$ cat src/rtl/pit_pkg.sv
`timescale 1ns/1ps
package pit_pkg;
  localparam int BYTE_W = 8;
  localparam int CNT_W  = 2 * BYTE_W;
  localparam int DIGITS = CNT_W / 4;

  localparam logic [1:0] FMT_LATCH = 2'b00;
  localparam logic [1:0] FMT_LO    = 2'b01;
  localparam logic [1:0] FMT_HI    = 2'b10;
  localparam logic [1:0] FMT_BOTH  = 2'b11;

  localparam logic [2:0] MODE_ONESHOT = 3'b001;

  typedef enum logic [1:0] {LD_IDLE, LD_WAIT_RISE, LD_WAIT_FALL} load_st_t;

  // One step down, binary or four BCD decades with borrow.
  function automatic logic [CNT_W-1:0] cnt_dec(input logic [CNT_W-1:0] v,
                                               input logic bcd);
    logic [CNT_W-1:0] r;
    logic borrow;
    r = v;
    borrow = 1'b1;
    if (!bcd) begin
      r = v - CNT_W'(1);
    end else begin
      for (int d = 0; d < DIGITS; d++) begin
        if (borrow) begin
          if (r[d*4 +: 4] == 4'd0) begin
            r[d*4 +: 4] = 4'd9;
          end else begin
            r[d*4 +: 4] = r[d*4 +: 4] - 4'd1;
            borrow = 1'b0;
          end
        end
      end
    end
    return r;
  endfunction

  function automatic logic [BYTE_W-1:0] pick_byte(input logic [CNT_W-1:0] w,
                                                  input logic hi);
    return hi ? w[CNT_W-1:BYTE_W] : w[BYTE_W-1:0];
  endfunction
endpackage

$ cat src/rtl/pit_chan_sync.sv
`timescale 1ns/1ps
module pit_chan_sync #(
  parameter int SYNC_STAGES = 2
) (
  input  logic clk,
  input  logic rst_n,
  input  logic ch_clk,
  input  logic gate,
  output logic clk_rise,
  output logic clk_fall,
  output logic gate_trig
);
  logic clk_s, gate_sync, clk_q, gate_s;

  generate
    if (SYNC_STAGES <= 1) begin : g_one
      always_ff @(posedge clk) begin
        if (!rst_n) begin
          clk_s     <= 1'b0;
          gate_sync <= 1'b0;
        end else begin
          clk_s     <= ch_clk;
          gate_sync <= gate;
        end
      end
    end else begin : g_chain
      logic [SYNC_STAGES-1:0] clk_sh, gate_sh;
      always_ff @(posedge clk) begin
        if (!rst_n) begin
          clk_sh  <= '0;
          gate_sh <= '0;
        end else begin
          clk_sh  <= {clk_sh[SYNC_STAGES-2:0], ch_clk};
          gate_sh <= {gate_sh[SYNC_STAGES-2:0], gate};
        end
      end
      assign clk_s     = clk_sh[SYNC_STAGES-1];
      assign gate_sync = gate_sh[SYNC_STAGES-1];
    end
  endgenerate

  // Gate level as seen at the previous rising edge of the count clock.
  always_ff @(posedge clk) begin
    if (!rst_n) begin
      clk_q  <= 1'b0;
      gate_s <= 1'b0;
    end else begin
      clk_q <= clk_s;
      if (clk_rise) gate_s <= gate_sync;
    end
  end

  assign clk_rise  = clk_s & ~clk_q;
  assign clk_fall  = ~clk_s & clk_q;
  assign gate_trig = clk_rise & gate_sync & ~gate_s;
endmodule

$ cat src/rtl/pit_channel.sv
`timescale 1ns/1ps
module pit_channel
  import pit_pkg::*;
(
  input  logic              clk,
  input  logic              rst_n,
  input  logic              cw_wr,
  input  logic [5:0]        cw_data,
  input  logic              data_wr,
  input  logic              data_rd,
  input  logic [BYTE_W-1:0] wdata,
  input  logic              clk_rise,
  input  logic              clk_fall,
  input  logic              gate_trig,
  output logic [BYTE_W-1:0] rdata,
  output logic              out
);
  logic [1:0]       fmt;
  logic             m1, bcd;
  logic [CNT_W-1:0] cr, ce, ol;
  logic             latched, byte_hi, run, trig_pend, cnt_valid;
  load_st_t         ld;

  // Named events for the assertions.
  logic is_latch, cw_prog, cw_m1, wr_last, first_halt;
  logic load_evt, trig_load, dec_evt, tc_evt;

  assign is_latch   = cw_wr & (cw_data[5:4] == FMT_LATCH);
  assign cw_prog    = cw_wr & ~is_latch;
  assign cw_m1      = (cw_data[3:1] == MODE_ONESHOT);
  assign wr_last    = data_wr & ((fmt != FMT_BOTH) | byte_hi);
  assign first_halt = data_wr & ~m1 & (fmt == FMT_BOTH) & ~byte_hi;
  assign load_evt   = clk_fall & (ld == LD_WAIT_FALL);
  assign trig_load  = clk_fall & ~load_evt & m1 & trig_pend;
  assign dec_evt    = clk_fall & ~load_evt & ~trig_load & run;
  assign tc_evt     = dec_evt & (ce == CNT_W'(1));

  always_comb begin
    case (fmt)
      FMT_HI:   rdata = pick_byte(latched ? ol : ce, 1'b1);
      FMT_BOTH: rdata = pick_byte(latched ? ol : ce, byte_hi);
      default:  rdata = pick_byte(latched ? ol : ce, 1'b0);
    endcase
  end

  always_ff @(posedge clk) begin
    if (!rst_n) begin
      fmt <= FMT_BOTH; m1 <= 1'b0; bcd <= 1'b0;
      cr <= '0; ce <= '0; ol <= '0;
      latched <= 1'b0; byte_hi <= 1'b0; run <= 1'b0;
      trig_pend <= 1'b0; cnt_valid <= 1'b0; ld <= LD_IDLE; out <= 1'b0;
    end else begin
      // count-clock events
      if (load_evt) begin
        ce <= cr; run <= 1'b1; ld <= LD_IDLE;
      end else if (trig_load) begin
        ce <= cr; run <= 1'b1; out <= 1'b0; trig_pend <= 1'b0;
      end else if (dec_evt) begin
        ce <= cnt_dec(ce, bcd);
        if (tc_evt) out <= 1'b1;
      end
      if (clk_rise) begin
        if (ld == LD_WAIT_RISE) ld <= LD_WAIT_FALL;
        if (gate_trig && m1 && cnt_valid) trig_pend <= 1'b1;
      end
      // bus events override the above
      if (cw_prog) begin
        fmt <= cw_data[5:4]; m1 <= cw_m1; bcd <= cw_data[0];
        byte_hi <= 1'b0; latched <= 1'b0; run <= 1'b0;
        trig_pend <= 1'b0; cnt_valid <= 1'b0; ld <= LD_IDLE; out <= cw_m1;
      end else if (is_latch) begin
        if (!latched) begin
          ol <= ce; latched <= 1'b1;
        end
      end else if (data_wr) begin
        case (fmt)
          FMT_LO: cr <= {BYTE_W'(0), wdata};
          FMT_HI: cr <= {wdata, BYTE_W'(0)};
          default: begin
            if (byte_hi) cr[CNT_W-1:BYTE_W] <= wdata;
            else         cr[BYTE_W-1:0]     <= wdata;
          end
        endcase
        if (fmt == FMT_BOTH) byte_hi <= ~byte_hi;
        if (first_halt) run <= 1'b0;
        if (wr_last) begin
          if (m1) cnt_valid <= 1'b1;
          else begin
            ld <= LD_WAIT_RISE; run <= 1'b0; out <= 1'b0;
          end
        end
      end else if (data_rd) begin
        if (fmt == FMT_BOTH) byte_hi <= ~byte_hi;
        if (latched && ((fmt != FMT_BOTH) || byte_hi)) latched <= 1'b0;
      end
    end
  end

  AST_M0_CW_LOW: assert property (@(posedge clk) disable iff (!rst_n)
    cw_prog && !cw_m1 |=> !out);
  AST_M1_CW_HIGH: assert property (@(posedge clk) disable iff (!rst_n)
    cw_prog && cw_m1 |=> out);
  AST_LOAD_ON_FALL: assert property (@(posedge clk) disable iff (!rst_n)
    load_evt && !cw_prog && !data_wr |=> (ce == $past(cr)) && run);
  AST_TC_RAISES: assert property (@(posedge clk) disable iff (!rst_n)
    tc_evt && !cw_prog && !wr_last |=> out);
  AST_TRIG_PULSE: assert property (@(posedge clk) disable iff (!rst_n)
    trig_load && !cw_prog |=> !out && (ce == $past(cr)));
  AST_FIRST_HALT: assert property (@(posedge clk) disable iff (!rst_n)
    first_halt |=> !run);
  AST_LATCH_HOLD: assert property (@(posedge clk) disable iff (!rst_n)
    latched |=> $stable(ol));
endmodule

$ cat src/rtl/pit_timer.sv
`timescale 1ns/1ps
module pit_timer
  import pit_pkg::*;
#(
  parameter int N_CH        = 3,
  parameter int SYNC_STAGES = 2
) (
  input  logic              clk,
  input  logic              rst_n,
  input  logic              cs_n,
  input  logic              rd_n,
  input  logic              wr_n,
  input  logic [1:0]        addr,
  input  logic [BYTE_W-1:0] din,
  output logic [BYTE_W-1:0] dout,
  input  logic [N_CH-1:0]   ch_clk,
  input  logic [N_CH-1:0]   ch_gate,
  output logic [N_CH-1:0]   ch_out
);
  localparam int         ADDR_W    = 2;
  localparam logic [1:0] CTRL_ADDR = 2'b11;

  logic bus_wr, bus_rd, ctrl_hit;
  logic [1:0] sel;
  logic [N_CH-1:0] cw_wr, data_wr, data_rd, c_rise, c_fall, g_trig;
  logic [BYTE_W-1:0] ch_rdata [N_CH];

  assign bus_wr   = ~cs_n & ~wr_n;
  assign bus_rd   = ~cs_n & ~rd_n & ~bus_wr;
  assign ctrl_hit = bus_wr & (addr == CTRL_ADDR);
  assign sel      = din[7:6];

  genvar i;
  generate
    for (i = 0; i < N_CH; i++) begin : g_ch
      assign cw_wr[i]   = ctrl_hit & (sel == ADDR_W'(i));
      assign data_wr[i] = bus_wr & (addr == ADDR_W'(i));
      assign data_rd[i] = bus_rd & (addr == ADDR_W'(i));

      pit_chan_sync #(.SYNC_STAGES(SYNC_STAGES)) sync_i (
        .clk(clk), .rst_n(rst_n), .ch_clk(ch_clk[i]), .gate(ch_gate[i]),
        .clk_rise(c_rise[i]), .clk_fall(c_fall[i]), .gate_trig(g_trig[i]));

      pit_channel chan_i (
        .clk(clk), .rst_n(rst_n), .cw_wr(cw_wr[i]), .cw_data(din[5:0]),
        .data_wr(data_wr[i]), .data_rd(data_rd[i]), .wdata(din),
        .clk_rise(c_rise[i]), .clk_fall(c_fall[i]), .gate_trig(g_trig[i]),
        .rdata(ch_rdata[i]), .out(ch_out[i]));
    end
  endgenerate

  always_comb begin
    dout = '0;
    for (int k = 0; k < N_CH; k++) begin
      if (bus_rd && (addr == ADDR_W'(k))) dout = ch_rdata[k];
    end
  end

  AST_ONE_CW_TARGET: assert property (@(posedge clk) disable iff (!rst_n)
    $onehot0(cw_wr));
endmodule

$ cat config.mk
export PLATFORM = sky130hd
export DESIGN_NAME = pit_timer
export DESIGN_NICKNAME = d
export VERILOG_FILES = /design/src/rtl/pit_pkg.sv /design/src/rtl/pit_chan_sync.sv /design/src/rtl/pit_channel.sv /design/src/rtl/pit_timer.sv
export SDC_FILE = /design/constraint.sdc
export NUM_CORES = 1
export LEC_CHECK = 0
export BUFFER_PORTS_ARGS = -buffer_cell sky130_fd_sc_hd__buf_4
export CAP_MARGIN = 20
export CORE_UTILIZATION = 35
export DETAILED_ROUTE_END_ITERATION = 12
export SETUP_SLACK_MARGIN = 0.2
export SLEW_MARGIN = 20
export SYNTH_ARGS = -nofsm -noshare
export SYNTH_HDL_FRONTEND = slang
export SYNTH_HIERARCHICAL = 1
export SYNTH_SLANG_ARGS = --single-unit
export TNS_END_PERCENT = 5
$ cat constraint.sdc
create_clock -name clk -period 3.1 [get_ports clk]
set_input_delay 0.62 -clock clk [delete_from_list [all_inputs] [get_ports clk]]
set_output_delay 0.62 -clock clk [all_outputs]
set_load 0.02 [all_outputs]
; ---- Word-level counts from Yosys, hierarchy flattened
; Cells that the tools add are included.
[totals]
regBits = 198
latchBits = 0
ram_bits = 0
romBits = 0
input_bits = 21
out_inout_bits = 11
wordCells = 510
n_memories = 0
[op_classes]
n_addsub = 15
n_mul = 0
div = 0
magnitude_cmp = 0
eq_ne = 42
shift = 0
muxes = 216
n_bitwise = 99
reduce_logical = 75
[ops]
columns = op, count
row1 = $mux 16, 15
row2 = $mux 1, 141
row3 = $mux 8, 12
row4 = $pmux 16 s2, 3
row5 = $mux 4, 21
row6 = $and 1x1->1, 64
row7 = $eq 16x1->1 const B, 3
row8 = $logic_not 4->1, 12
row9 = $pmux 8 s2, 3
row10 = $sub 16x1->16 const B, 3
row11 = $sub 4x1->4 const B, 12
row12 = $mux 2, 21
row13 = $ne 4x4->1 const B, 9
row14 = $reduce_and 4->1, 9
row15 = $not 1->1, 32
row16 = $reduce_and 2->1, 15
row17 = $eq 2x2->1 const B, 12
row18 = $reduce_bool 2->1, 9
row19 = $reduce_bool 3->1, 6
row20 = $eq 2x1->1 const B, 8
row21 = $logic_and 1x1->1, 12
row22 = $ne 2x2->1 const B, 6
row23 = $ne 3x3->1 const B, 3
row24 = $reduce_and 3->1, 3
row25 = other kinds (5), 13

; ---- Longest topological paths before layout
[logic_depth]
depth_word = 31
ltp_mapped = 10
ltp_nobuf = 7

; ---- By module
; The synthesis kept the hierarchy.
[by_module_without_submodules]
columns = mod, instances, cells_per_inst, area_per_inst_um2, seq_area_each_um2
row1 = pit_channel (g_ch[1].chan_i), 1, 430, 3448.3, 1201.2
row2 = pit_channel (g_ch[2].chan_i), 1, 424, 3326.9, 1201.2
row3 = pit_channel (g_ch[0].chan_i), 1, 413, 3264.4, 1201.2
row4 = pit_chan_sync, 3, 17, 201.4, 120.1
row5 = pit_timer, 1, 50, 461.7, 0.0

; ---- Worst setup path before layout
; OpenSTA, ideal clock, no wires.
[synth_timing]
kind = input -> register
startpoint = in wr_n
endpoint = reg g_ch[0].chan_i.ol[10]
setup_ps = 132
arrival_ps = 2478
setup_slack_ps = 490
path_stages = 9
n_path_buf = 3
cell_sequence = nand4bb_1 > nor3_1 > or3b_2 > clkbuf_1 > or2_2 > clkbuf_1 > buf_2 > nand2_1 > a21oi_1
[synth_between]
elab_chain_len = 9
[synth_lines]
columns = element, line_no
row1 = from (decl), pit_timer.sv:12  ; input logic wr_n,
row2 = $not 1->1 *, pit_timer.sv:28  ; assign bus_wr = ~cs_n & ~wr_n;
row3 = $and 1x1->1 *, pit_timer.sv:28
row4 = $and 1x1->1 *, pit_timer.sv:30  ; assign ctrl_hit = bus_wr & (addr == CTRL_ADDR);
row5 = $and 1x1->1 *, pit_timer.sv:36  ; assign cw_wr[i] = ctrl_hit & (sel == ADDR_W'(i));
row6 = named net cw_wr[0], pit_timer.sv:25  ; logic [N_CH-1:0] cw_wr, data_wr, data_rd, c_rise, c_fall, g_trig;
row7 = $and 1x1->1, pit_channel.sv:28  ; assign is_latch = cw_wr & (cw_data[5:4] == FMT_LATCH);
row8 = $not 1->1, pit_channel.sv:29  ; assign cw_prog = cw_wr & ~is_latch;
row9 = $and 1x1->1, pit_channel.sv:29
row10 = $not 1->1 (no source line), --
row11 = $reduce_and 2->1 (no source line) *, --
row12 = to (signal assigned), pit_channel.sv:49  ; cr <= '0; ce <= '0; ol <= '0;
row13 = to (signal assigned), pit_channel.sv:73  ; ol <= ce; latched <= 1'b1;
row14 = to (decl), pit_channel.sv:20  ; logic [CNT_W-1:0] cr, ce, ol;
; Mark *: on every way through the listed nets, which the timed path passes. The rest lies on a longest branch.
; A chain may end at the register's enable or synchronous reset.

==> results_dict.tcl <==
set metrics [dict create \
    wl_um 32000 \
    viasPerCell 5.67 \
    dpl_cell_area_sq_mm 0.0117 \
    fmax_mhz 342 \
    ir_drop_v 0.000415 \
    io_buffers 31 \
    final_util_pct 40.6 \
    die_h_um 180 \
    start_util_pct 35.9 \
    antenna_found_initial 0 \
    ys_seq_area_share_pct 35.7 \
    antenna_cells 0 \
    final_nets 1409 \
    dr.pass1.iters 5 \
    critPathCaptureType "output port" \
    root_buffer "clkbuf_16" \
    cts_inserted_buffers 17 \
    relSlewSlack_pct 41.5 \
    final.setup.worst_slack_ns 0.176 \
    power_mw 5.18 \
    final_common_cell "nand2_1" \
    postSynthAreaPerCell_sq_um 8.12 \
    syn_area_sq_mm 0.0111 \
    synth-edff-count 0 \
    busiest_layer "met2" \
    cts_tree "built" \
    ys_seq_elements 198 \
    worst-slew-pin-transition_ns 0.877 \
    r2r_slack_ns 0.85 \
    whs_ns 0.369 \
    track_usage_pct 19.7 \
    core-area_sq_mm 0.0309 \
    instances_no_fill 1778 \
    cts_hold_buffers 0 \
    hold_violations 0 \
    period_share_pct 94.3 \
    vias 10083 \
    rsz0062_at_grt "yes" \
    route.detailed.drc 0 \
    grtUsageMet3_pct 2.95 \
    path_clk_slew_ns 0.08 \
    setup_viol 0 \
    finalSetupTns_ns 0 \
    finClkSkew_ns 0.0119 \
    drv_slew 0 \
    gr-usage-met1_pct 27.2 \
    worst-setup-path-type "flip-flop to output port" \
    final_layout_size_suffix_gt1_share_pct 17.1 \
    post_drt_wl_per_cell_um 18.0 \
    ios 32 \
    overflow 0 \
    grt_max_degree 43 \
    cp.required_ns 2.48 \
    layout_common_cells "nand2_1 (231), dfxtp_1 (193), a21oi_1 (119)" \
    place_hpwl_um 22200 \
    cellLeakagePower_nw 4.39 \
    placed_cells 1746 \
    netlist-cell-type-count 100 \
    synthArstFlopShare_pct 0 \
    gp_congestion 0.861 \
    antenna_left 0 \
    syn2layout_area_growth_pct 13.1 \
    clk_latency_ns 0.44 \
    pre_cts_ws_ns 0.294 \
    outcome "finished, final reports clean" \
    globalRouteMet2Util_pct 31.6 \
    ys_warn_count 6 \
    rows 64 \
    start_kind "flip-flop" \
    htree_levels 4 \
    die_area_sq_mm 0.0324 \
    finalInstanceArea_sq_mm 0.0126 \
    cts.path.max_buffers 2 \
    hold_class "input pin to flip-flop" \
    cp.arrival_ns 2.30 \
    n_fill_cell 3158 \
    dieWidth_um 180 \
    powerDensity_mw_per_mm2 412 \
    grt_pass1_vias 9279 \
    period_minus_slack_ns 2.92 \
    grt_pass1_wl_um 51100 \
    syn_nets 1407 \
    cts.sinks 198 \
    crit_fanout 8 \
    drtIter0Drc 864 \
    synth_ff_type "dfxtp_1" \
    postSynthCellCount 1368 \
    max_cap_violations 0 \
]
## critical path: stages (launching register included)
cell	delay [ns]
dfxtp_4	0.38
inv_2	0.05
ha_4	0.17
mux2_4	0.33
o22ai_2	0.11
nor2b_4	0.16
a211oi_2	0.05
a211oi_2	0.38
buf_4	0.22
## path summary, 6_finish.rpt
check / cells past startpoint / start / end
min: 2 / ch_gate[2] / g_ch[2].sync_i/g_chain.gate_sh[0]$_SDFF_PN0_
max: 8 / g_ch[0].chan_i/fmt[0]$_SDFFE_PN1P_ / dout[3]
min reg2reg: 1 / g_ch[2].sync_i/g_chain.clk_sh[0]$_SDFF_PN0_ / g_ch[2].sync_i/g_chain.clk_sh[1]$_SDFF_PN0_
max reg2reg: 6 / g_ch[0].chan_i/ce[2]$_SDFFE_PN0P_ / g_ch[0].chan_i/ce[9]$_SDFFE_PN0P_
## cells by family (layout without fill, tap and decap cells)
logic type / Yosys count / count (layout) / share of synthesized area, %
xor gates and xnor gates: 7 / 7 / 0.552
adders and majority gates: 18 / 18 / 2.03
buffers and inverters: 122 / 136 / 5.16
AOI/OAI and AO/OA: 391 / 391 / 23.8
and+or+nand+nor: 572 / 572 / 27.3
muxes: 60 / 60 / 5.45
DFF: 198 / 198 / 35.7
## area by class of cell
cell class / count / area, sq um / share of cell area (%)
clock buffer: 17 / 425 / 3.39
clock inverter: 14 / 184 / 1.46
inverter: 21 / 78.8 / 0.628
multi-input combinational: 1048 / 6760 / 53.8
timing repair buffer: 84 / 638 / 5.08
tap: 396 / 495 / 3.94
sequential: 198 / 3980 / 31.6
## metal layers
metal / share of wire [%] / up-vias
met4: 1.9 / 0
met1: 48 / 4856
met3: 4.3 / 41
met2: 46 / 267
li1: - / 4919
met5: 0 / -
## cells in the mapped netlist (10+ instances only)
cell,n,area (sq um)
nor3_1,26,130
buf_2,28,140
nand2b_1,23,144
inv_1,19,71.3
mux2i_1,56,561
nand2_1,231,867
a21boi_0,44,330
o21ai_0,50,250
clkbuf_1,57,214
a211oi_2,15,188
and2_1,19,119
nor2b_1,12,75.1
nor2_1,68,255
nand3_1,77,385
dfxtp_1,198,3960
nand4_1,14,87.6
a21oi_1,121,606
or2_2,13,81.3
o211ai_1,10,75.1
o21a_1,10,75.1
a31oi_1,17,106
o22ai_1,29,181
ha_1,18,225
## state kept, by name, summed over array words and instances, names as in the netlist
register                     count
g_ch.chan_i/ce                  48
g_ch.chan_i/cr                  48
g_ch.chan_i/ol                  48
g_ch.chan_i/fmt                  6
g_ch.chan_i/ld                   6
g_ch.sync_i/g_chain.clk_sh       6
g_ch.sync_i/g_chain.gate_sh      6
g_ch.chan_i/bcd                  3
g_ch.chan_i/byte_hi              3
g_ch.chan_i/cnt_valid            3
g_ch.chan_i/latched              3
g_ch.chan_i/m1                   3
g_ch.chan_i/out                  3
g_ch.chan_i/run                  3
g_ch.chan_i/trig_pend            3
g_ch.sync_i/clk_q                3
g_ch.sync_i/gate_s               3
## power by group
part | switching (mW) | total [mW] | internal [mW]
Combinational | 0.177 | 0.264 | 0.0867
Clock | 1.11 | 2.34 | 1.23
Sequential | 0.0152 | 2.57 | 2.56
## what timing repair did
action / CTS / global route
cloned: 0 / 0
buffers inserted: 0 / 1
gates resized for setup: 33 / 17
pin swaps: 5 / 8
setup endpoints to repair: 8 / 8
endpoints found under the hold margin: 0 / 0
(Power assumes the default switching activity.)
